## src/rtl/cpl_gen_pkg.sv

```systemverilog
package cpl_gen_pkg;
  localparam int HDR_W = 96;
  localparam logic [2:0] FMT_NODATA = 3'b000;
  localparam logic [2:0] FMT_DATA   = 3'b010;
  localparam logic [4:0] TYPE_CPL   = 5'b01010;
  localparam logic [2:0] ST_SC      = 3'b000;
  localparam logic [2:0] ST_CA      = 3'b100;

  typedef struct packed {
    logic [15:0] rid;
    logic [7:0]  tag;
    logic [2:0]  tc;
    logic [1:0]  attr;
    logic [4:0]  dw_addr;
    logic        ok;
  } req_info_t;
endpackage

```

## src/rtl/cpl_be_span.sv

```systemverilog
module cpl_be_span #(
  parameter int BE_W = 4,
  localparam int LANE_W = $clog2(BE_W),
  localparam int BC_W = LANE_W + 1
) (
  input  logic [BE_W-1:0]   be,
  output logic [LANE_W-1:0] first_lane,
  output logic [BC_W-1:0]   byte_cnt
);
  logic [LANE_W-1:0] last_lane;
  logic [BE_W-1:0]   lane_hit;

  genvar g;
  generate
    for (g = 0; g < BE_W; g++) begin : g_lane
      assign lane_hit[g] = be[g];
    end
  endgenerate

  always_comb begin
    first_lane = '0;
    last_lane  = '0;
    for (int i = BE_W - 1; i >= 0; i--)
      if (lane_hit[i]) first_lane = LANE_W'(i);
    for (int i = 0; i < BE_W; i++)
      if (lane_hit[i]) last_lane = LANE_W'(i);
    if (|lane_hit)
      byte_cnt = BC_W'(last_lane - first_lane) + BC_W'(1);
    else
      byte_cnt = BC_W'(1);
  end
endmodule

```

## src/rtl/cpl_hdr_build.sv

```systemverilog
module cpl_hdr_build
  import cpl_gen_pkg::*;
#(
  parameter int DATA_W = 32,
  localparam int LANE_W = $clog2(DATA_W / 8),
  localparam int BC_W = LANE_W + 1
) (
  input  req_info_t         info,
  input  logic [15:0]       completer_id,
  input  logic [LANE_W-1:0] first_lane,
  input  logic [BC_W-1:0]   byte_cnt,
  input  logic [DATA_W-1:0] rdata,
  output logic [HDR_W-1:0]  hdr,
  output logic [DATA_W-1:0] data
);
  logic [2:0]  fmt;
  logic [2:0]  status;
  logic [9:0]  len;
  logic [31:0] dw0, dw1, dw2;

  always_comb begin
    fmt    = info.ok ? FMT_DATA : FMT_NODATA;
    status = info.ok ? ST_SC : ST_CA;
    len    = info.ok ? 10'd1 : 10'd0;
    dw0 = {fmt, TYPE_CPL, 1'b0, info.tc, 4'b0000, 1'b0, 1'b0,
           info.attr, 2'b00, len};
    dw1 = {completer_id, status, 1'b0, 12'(byte_cnt)};
    dw2 = {info.rid, info.tag, 1'b0, info.dw_addr, first_lane};
    hdr  = {dw0, dw1, dw2};
    data = info.ok ? rdata : '0;
  end
endmodule

```

## src/rtl/cpl_out_reg.sv

```systemverilog
module cpl_out_reg #(
  parameter int HDR_W = 96,
  parameter int DATA_W = 32
) (
  input  logic              clk,
  input  logic              rst,
  input  logic              in_valid,
  output logic              in_ready,
  input  logic [HDR_W-1:0]  in_hdr,
  input  logic [DATA_W-1:0] in_data,
  output logic              out_valid,
  input  logic              out_ready,
  output logic [HDR_W-1:0]  out_hdr,
  output logic [DATA_W-1:0] out_data
);
  logic take;
  assign in_ready = !out_valid || out_ready;
  assign take     = in_valid && in_ready;

  always_ff @(posedge clk) begin
    if (rst)            out_valid <= 1'b0;
    else if (take)      out_valid <= 1'b1;
    else if (out_ready) out_valid <= 1'b0;
  end

  always_ff @(posedge clk) begin
    if (take) begin
      out_hdr  <= in_hdr;
      out_data <= in_data;
    end
  end
endmodule

```

## src/rtl/cpl_gen.sv

```systemverilog
module cpl_gen
  import cpl_gen_pkg::*;
#(
  parameter int DATA_W = 32,
  localparam int BE_W = DATA_W / 8,
  localparam int LANE_W = $clog2(BE_W),
  localparam int BC_W = LANE_W + 1
) (
  input  logic              clk,
  input  logic              rst,
  input  logic [15:0]       completer_id,
  input  logic              req_valid,
  output logic              req_ready,
  input  logic [15:0]       req_rid,
  input  logic [7:0]        req_tag,
  input  logic [2:0]        req_tc,
  input  logic [1:0]        req_attr,
  input  logic [4:0]        req_dw_addr,
  input  logic [BE_W-1:0]   req_be,
  input  logic              req_supported,
  input  logic [DATA_W-1:0] req_rdata,
  output logic              cpl_valid,
  input  logic              cpl_ready,
  output logic [HDR_W-1:0]  cpl_hdr,
  output logic [DATA_W-1:0] cpl_data
);
  req_info_t         info;
  logic [LANE_W-1:0] first_lane;
  logic [BC_W-1:0]   byte_cnt;
  logic [HDR_W-1:0]  nxt_hdr;
  logic [DATA_W-1:0] nxt_data;

  assign info = '{rid: req_rid, tag: req_tag, tc: req_tc, attr: req_attr,
                  dw_addr: req_dw_addr, ok: req_supported};

  cpl_be_span #(.BE_W(BE_W)) u_span (
    .be(req_be), .first_lane(first_lane), .byte_cnt(byte_cnt)
  );

  cpl_hdr_build #(.DATA_W(DATA_W)) u_build (
    .info(info), .completer_id(completer_id), .first_lane(first_lane),
    .byte_cnt(byte_cnt), .rdata(req_rdata), .hdr(nxt_hdr), .data(nxt_data)
  );

  cpl_out_reg #(.HDR_W(HDR_W), .DATA_W(DATA_W)) u_out (
    .clk(clk), .rst(rst), .in_valid(req_valid), .in_ready(req_ready),
    .in_hdr(nxt_hdr), .in_data(nxt_data), .out_valid(cpl_valid),
    .out_ready(cpl_ready), .out_hdr(cpl_hdr), .out_data(cpl_data)
  );
endmodule

```

## config.mk

```make
export PLATFORM = sky130hd
export DESIGN_NAME = cpl_gen
export DESIGN_NICKNAME = d
export VERILOG_FILES = /design/src/rtl/cpl_gen_pkg.sv /design/src/rtl/cpl_be_span.sv /design/src/rtl/cpl_hdr_build.sv /design/src/rtl/cpl_out_reg.sv /design/src/rtl/cpl_gen.sv
export SDC_FILE = /design/constraint.sdc
export NUM_CORES = 1
export LEC_CHECK = 0
export BUFFER_PORTS_ARGS = -buffer_cell sky130_fd_sc_hd__clkbuf_2
export CORE_ASPECT_RATIO = 1.4
export CORE_UTILIZATION = 38
export CTS_CLUSTER_DIAMETER = 200
export DETAILED_ROUTE_END_ITERATION = 6
export PLACE_DENSITY = 0.84
export SYNTH_ARGS = -nofsm -noshare
export SYNTH_HDL_FRONTEND = slang
export SYNTH_SLANG_ARGS = --single-unit
```

## constraint.sdc

```tcl
create_clock -name clk -period 2.7 [get_ports clk]
set_input_delay 0.135 -clock clk [delete_from_list [all_inputs] [get_ports clk]]
set_output_delay 0.135 -clock clk [all_outputs]
set_load 0.01 [all_outputs]
```

* After elaboration in Yosys (flattened, before gate mapping) *
Index checks and enable logic that the tools add are counted.

word-level totals
  bits in latches = 0
  memories kept = 0
  register bits = 104
  word-level logic and storage cells = 23
  memory bits (writable) = 0
  bits in read-only memories = 0
  output and inout port bits = 130
  input bits = 91

cells by class
  bitwise operators = 0
  reductions and logical operators = 5
  div/mod/pow operators = 0
  $add $sub $neg = 2
  order comparisons = 0
  multipliers = 0
  mux-type cells = 12
  shift operators = 0
  equality and inequality tests = 0

operators with widths
  kind                                                            count
  2-bit two-way mux                                               7
  1-bit two-way mux                                               4
  4-bit OR reduction                                              1
  3-bit by 1-bit adder with 3-bit output (second input constant)  1
  3-bit two-way mux                                               1
  2-bit by 2-bit subtractor with 3-bit output                     1
  2-bit nonzero test                                              1
  1-bit logical AND                                               1
  1-bit zero test                                                 1
  1-bit logical OR                                                1

* Longest topological paths before layout *
  word-level depth = 6
  mapped depth = 7
  depth with buffers taken out = 7

* Cells and area by module *
From an unflattened synthesis, not the netlist that was laid out.

second synthesis, totals
  cell total of the unflattened synthesis = 282
  area total of the unflattened synthesis = 4963.5 um^2

modules (own cells, without submodules)
  module         cells each  sequential area each (um^2)  instances  area an instance (um^2)
  cpl_out_reg    133         3863.7                       1          3898.7
  cpl_hdr_build  133         0.0                          1          939.7
  cpl_be_span    16          0.0                          1          125.1

* Worst setup path after synthesis *
OpenSTA, ideal clock, no wires.

  path type = flip-flop to flip-flop
  start = register u_out.out_valid
  end = register u_out.out_data[0], enable pin
  required time = 2242 ps
  period minus slack after synthesis = 3047 ps
  setup slack = -347 ps
  arrival = 2589 ps
  path buffers = 0
  stages on the path, launching flop included = 3
  setup time = 458 ps
  path through = dfxtp_1 nand2b_1 and2_1

on the way
  word-level cells in the longest chain between the ends = 3

ends and longest elaborated chain
  what                    line               text
  from (decl)             cpl_out_reg.sv:11  output logic out_valid,
  from (signal assigned)  cpl_out_reg.sv:21  if (rst) out_valid <= 1'b0;
  from (signal assigned)  cpl_out_reg.sv:22  else if (take) out_valid <= 1'b1;
  from (signal assigned)  cpl_out_reg.sv:23  else if (out_ready) out_valid <= 1'b0;
  1-bit zero test         cpl_out_reg.sv:17  assign in_ready = !out_valid || out_ready;
  1-bit logical OR        cpl_out_reg.sv:17
  net req_ready           cpl_gen.sv:13      output logic req_ready,
  1-bit logical AND       cpl_out_reg.sv:18  assign take = in_valid && in_ready;
  net u_out.take          cpl_out_reg.sv:16  logic take;
  to (signal assigned)    cpl_out_reg.sv:29  out_data <= in_data;
  to (decl)               cpl_out_reg.sv:14  output logic [DATA_W-1:0] out_data

The timed path passes the listed nets, and every way through them passes these cells.
A chain may end at the register's enable or synchronous reset.

* Worst setup path after layout *
  start = register u_out.out_valid
  end = register u_out.out_data[9], enable pin

on the way
  word-level cells in the longest chain between the ends = 3

ends and longest elaborated chain
  what               line
  1-bit zero test    cpl_out_reg.sv:17
  1-bit logical OR   cpl_out_reg.sv:17
  1-bit logical AND  cpl_out_reg.sv:18
  net u_out.take     cpl_out_reg.sv:16

The timed path passes the listed nets, and every way through them passes these cells.

==> results_dict.tcl <==
set metrics [dict create \
    outcome "finished, final reports clean" \
    clk_latency_ps 330 \
    max_cap_violations 0 \
    drive_gt1_frac 0.466 \
    ant_nets 0 \
    finClkSkew_ps 3.49 \
    synth_area_leaders "edfxtp_1 80%, buf_4 8.7%, and2_1 6.2%" \
    synth_area_um2 3360 \
    crit_buf_inv 1 \
    synth_top_area_cell "edfxtp_1" \
    seq_area_frac_synth 0.802 \
    grt_pass1_wl_um 10900 \
    hold_viol 0 \
    antennaDiodeCount 0 \
    path_cells "nand2b_1 > and2_4 > buf_12" \
    worstRegToRegCells 3 \
    worst_hold_slack_ps 51.4 \
    setup_ws_ps 1100 \
    cts_buffers 9 \
    path_class "register to register" \
    finalPower_mw 3.32 \
    vias 2225 \
    critPathLaunchType "register" \
    clock_sinks 90 \
    post-route-min-period_ps 1600 \
    viasPerCell 4.15 \
    synth.distinct_cells 20 \
    path_clk_slew_ps 60 \
    r2r_setup_slack_ps 1100 \
    drt-total-wl_um 7950 \
    fin_crit_sh 0.591 \
    cp.depth 3 \
    fmax_ghz 0.626 \
    final_common_cell "clkbuf_2" \
    crit_family "simple AND/OR/NAND/NOR gates" \
    worst-path-max-fanout 55 \
    rows 40 \
    coreArea_um2 8560 \
    leakagePower_nw 2.30 \
    maxSlewHeadroom 0.642 \
    ir_worst_vdd_mv 0.450 \
    die_h_um 113 \
    required_ps 2700 \
    critPathLaunch "u_out.out_valid" \
    syn_area_per_cell_um2 17.9 \
    antenna_found_initial 0 \
    tightest_slew_ps 537 \
    clockBufferDepth 2 \
    synth_seq_cells 90 \
    dp_slack_ps 1110 \
    final_util 0.593 \
    grt_pass1_vias 2170 \
    rsz0062_at_grt "no" \
    hold_path_class "primary input to register" \
    synthCells 187 \
    slowest_delay_ps 470 \
    ios 221 \
    place_inst 469 \
    final_nets 520 \
    dpl_cell_area_um2 4250 \
    worstSetupEndpoint "u_out.out_data[9]" \
    timing.rr.start "u_out.out_valid" \
    crit_arrival_ps 1600 \
    r2r-end "u_out.out_data[9]" \
    setup-tns-final_ps 0 \
    cp-end-kind "register" \
    syn_to_final_growth_pct 51.1 \
    finalSetupViolCount 0 \
    wl_per_cell_um 14.8 \
    final_cell_mix "182 x clkbuf_2, 89 x edfxtp_1, 51 x dlygate4sd3_1, 38 x conb_1, 32 x and2_1" \
    design_area_um2 5070 \
    grt_overflow 0 \
    synth_top_area_frac 0.796 \
    power_density_nw_per_um2 655 \
    portBuffers 182 \
    cts_tree "yes" \
    hpwlAfterDp_um 5280 \
    die_x_um 81.4 \
    instances_no_fill 536 \
    cts-resized-gates 0 \
    initial_core_util 0.392 \
    die_area_um2 9220 \
    firstDrtPassIters 4 \
    drv_slew 0 \
    gp_congestion 0.696 \
    drtIter0Drc 64 \
    drc 0 \
    htree_levels 3 \
    grt_max_degree 56 \
    crit_slowest_cell "and2_4" \
    yosysWarnings 0 \
    track_usage 0.172 \
    cts_root_buf "clkbuf_16" \
]
power breakdown:
group / total [mW] / leakage (nW) / switching [mW] / internal (mW)
clock network: 1.29 / 0.153 / 0.477 / 0.809
registers: 1.67 / 0.880 / 0.0265 / 1.64
logic: 0.366 / 1.27 / 0.192 / 0.174
total: 3.32 / 2.30 / 0.695 / 2.62
sequential cells by signal, summed over array words and instances (netlist names):
signal / count
u_out.out_hdr: 57
u_out.out_valid: 1
u_out.out_data: 32
worst min-delay path: stages:
cell      delay (ps)
clkbuf_2          90
inv_1             40
a21oi_1           60
per-layer routing:
metal | vias to the layer above | GRT usage | part of all wire
li1 | 1064 | - | -
met1 | 1005 | 0.171 | 0.35
met2 | 143 | 0.315 | 0.55
met3 | 13 | 0.0427 | 0.076
met4 | 0 | 0.0917 | 0.024
met5 | - | 0 | 0
cells in the mapped netlist:
library cell	instances
a21oi_1	1
clkbuf_1	1
buf_2	2
ha_1	3
xnor2_1	1
and2_1	33
conb_1	2
o21ba_2	1
nor2_1	2
nand2b_1	1
edfxtp_1	89
o21bai_1	1
nor2b_1	2
dfxtp_1	1
inv_1	4
or2_1	1
a21o_2	1
nor4_2	1
buf_4	39
nor3_1	1
layout make-up:
cell class	instances	area [µm²]
timing repair buffer	234	1440
clock buffer	11	233
clock inverter	5	78.8
multi-input combinational	87	479
tap	105	131
inverter	4	15.0
fill	634	3490
sequential	90	2690
repair_timing:
| action | 4_1_cts | 5_1_grt |
|---|---|---|
| buffers inserted | 0 | 0 |
| hold endpoints to repair | 51 | 0 |
| hold buffers | 51 | 0 |
kinds of logic (layout without fill, tap and decap cells):
| group | Yosys count | count (layout) | share of synthesized area |
|---|---|---|---|
| AO/OA/AOI/OAI | 4 | 4 | 0.00932 |
| XOR/XNOR | 1 | 1 | 0.00261 |
| adder cells (fa/ha/maj) | 3 | 3 | 0.0112 |
| buffers and inverters | 46 | 254 | 0.0958 |
| flip-flops | 90 | 90 | 0.802 |
| other | 2 | 38 | 0.00224 |
| AND/OR/NAND/NOR | 41 | 41 | 0.0764 |
how the worst min path moves through the flow:
stage,from,cells past startpoint,slack [ps],end
4_1_cts,req_valid,3,20,u_out.out_valid
2_1_floorplan,rst,1,200,u_out.out_valid
3_3_place_gp,rst,2,290,u_out.out_valid
5_1_grt,req_valid,3,70,u_out.out_valid
3_5_place_dp,rst,2,290,u_out.out_valid
6_report,req_valid,3,50,u_out.out_valid
Power figures use the tool's default switching activity.
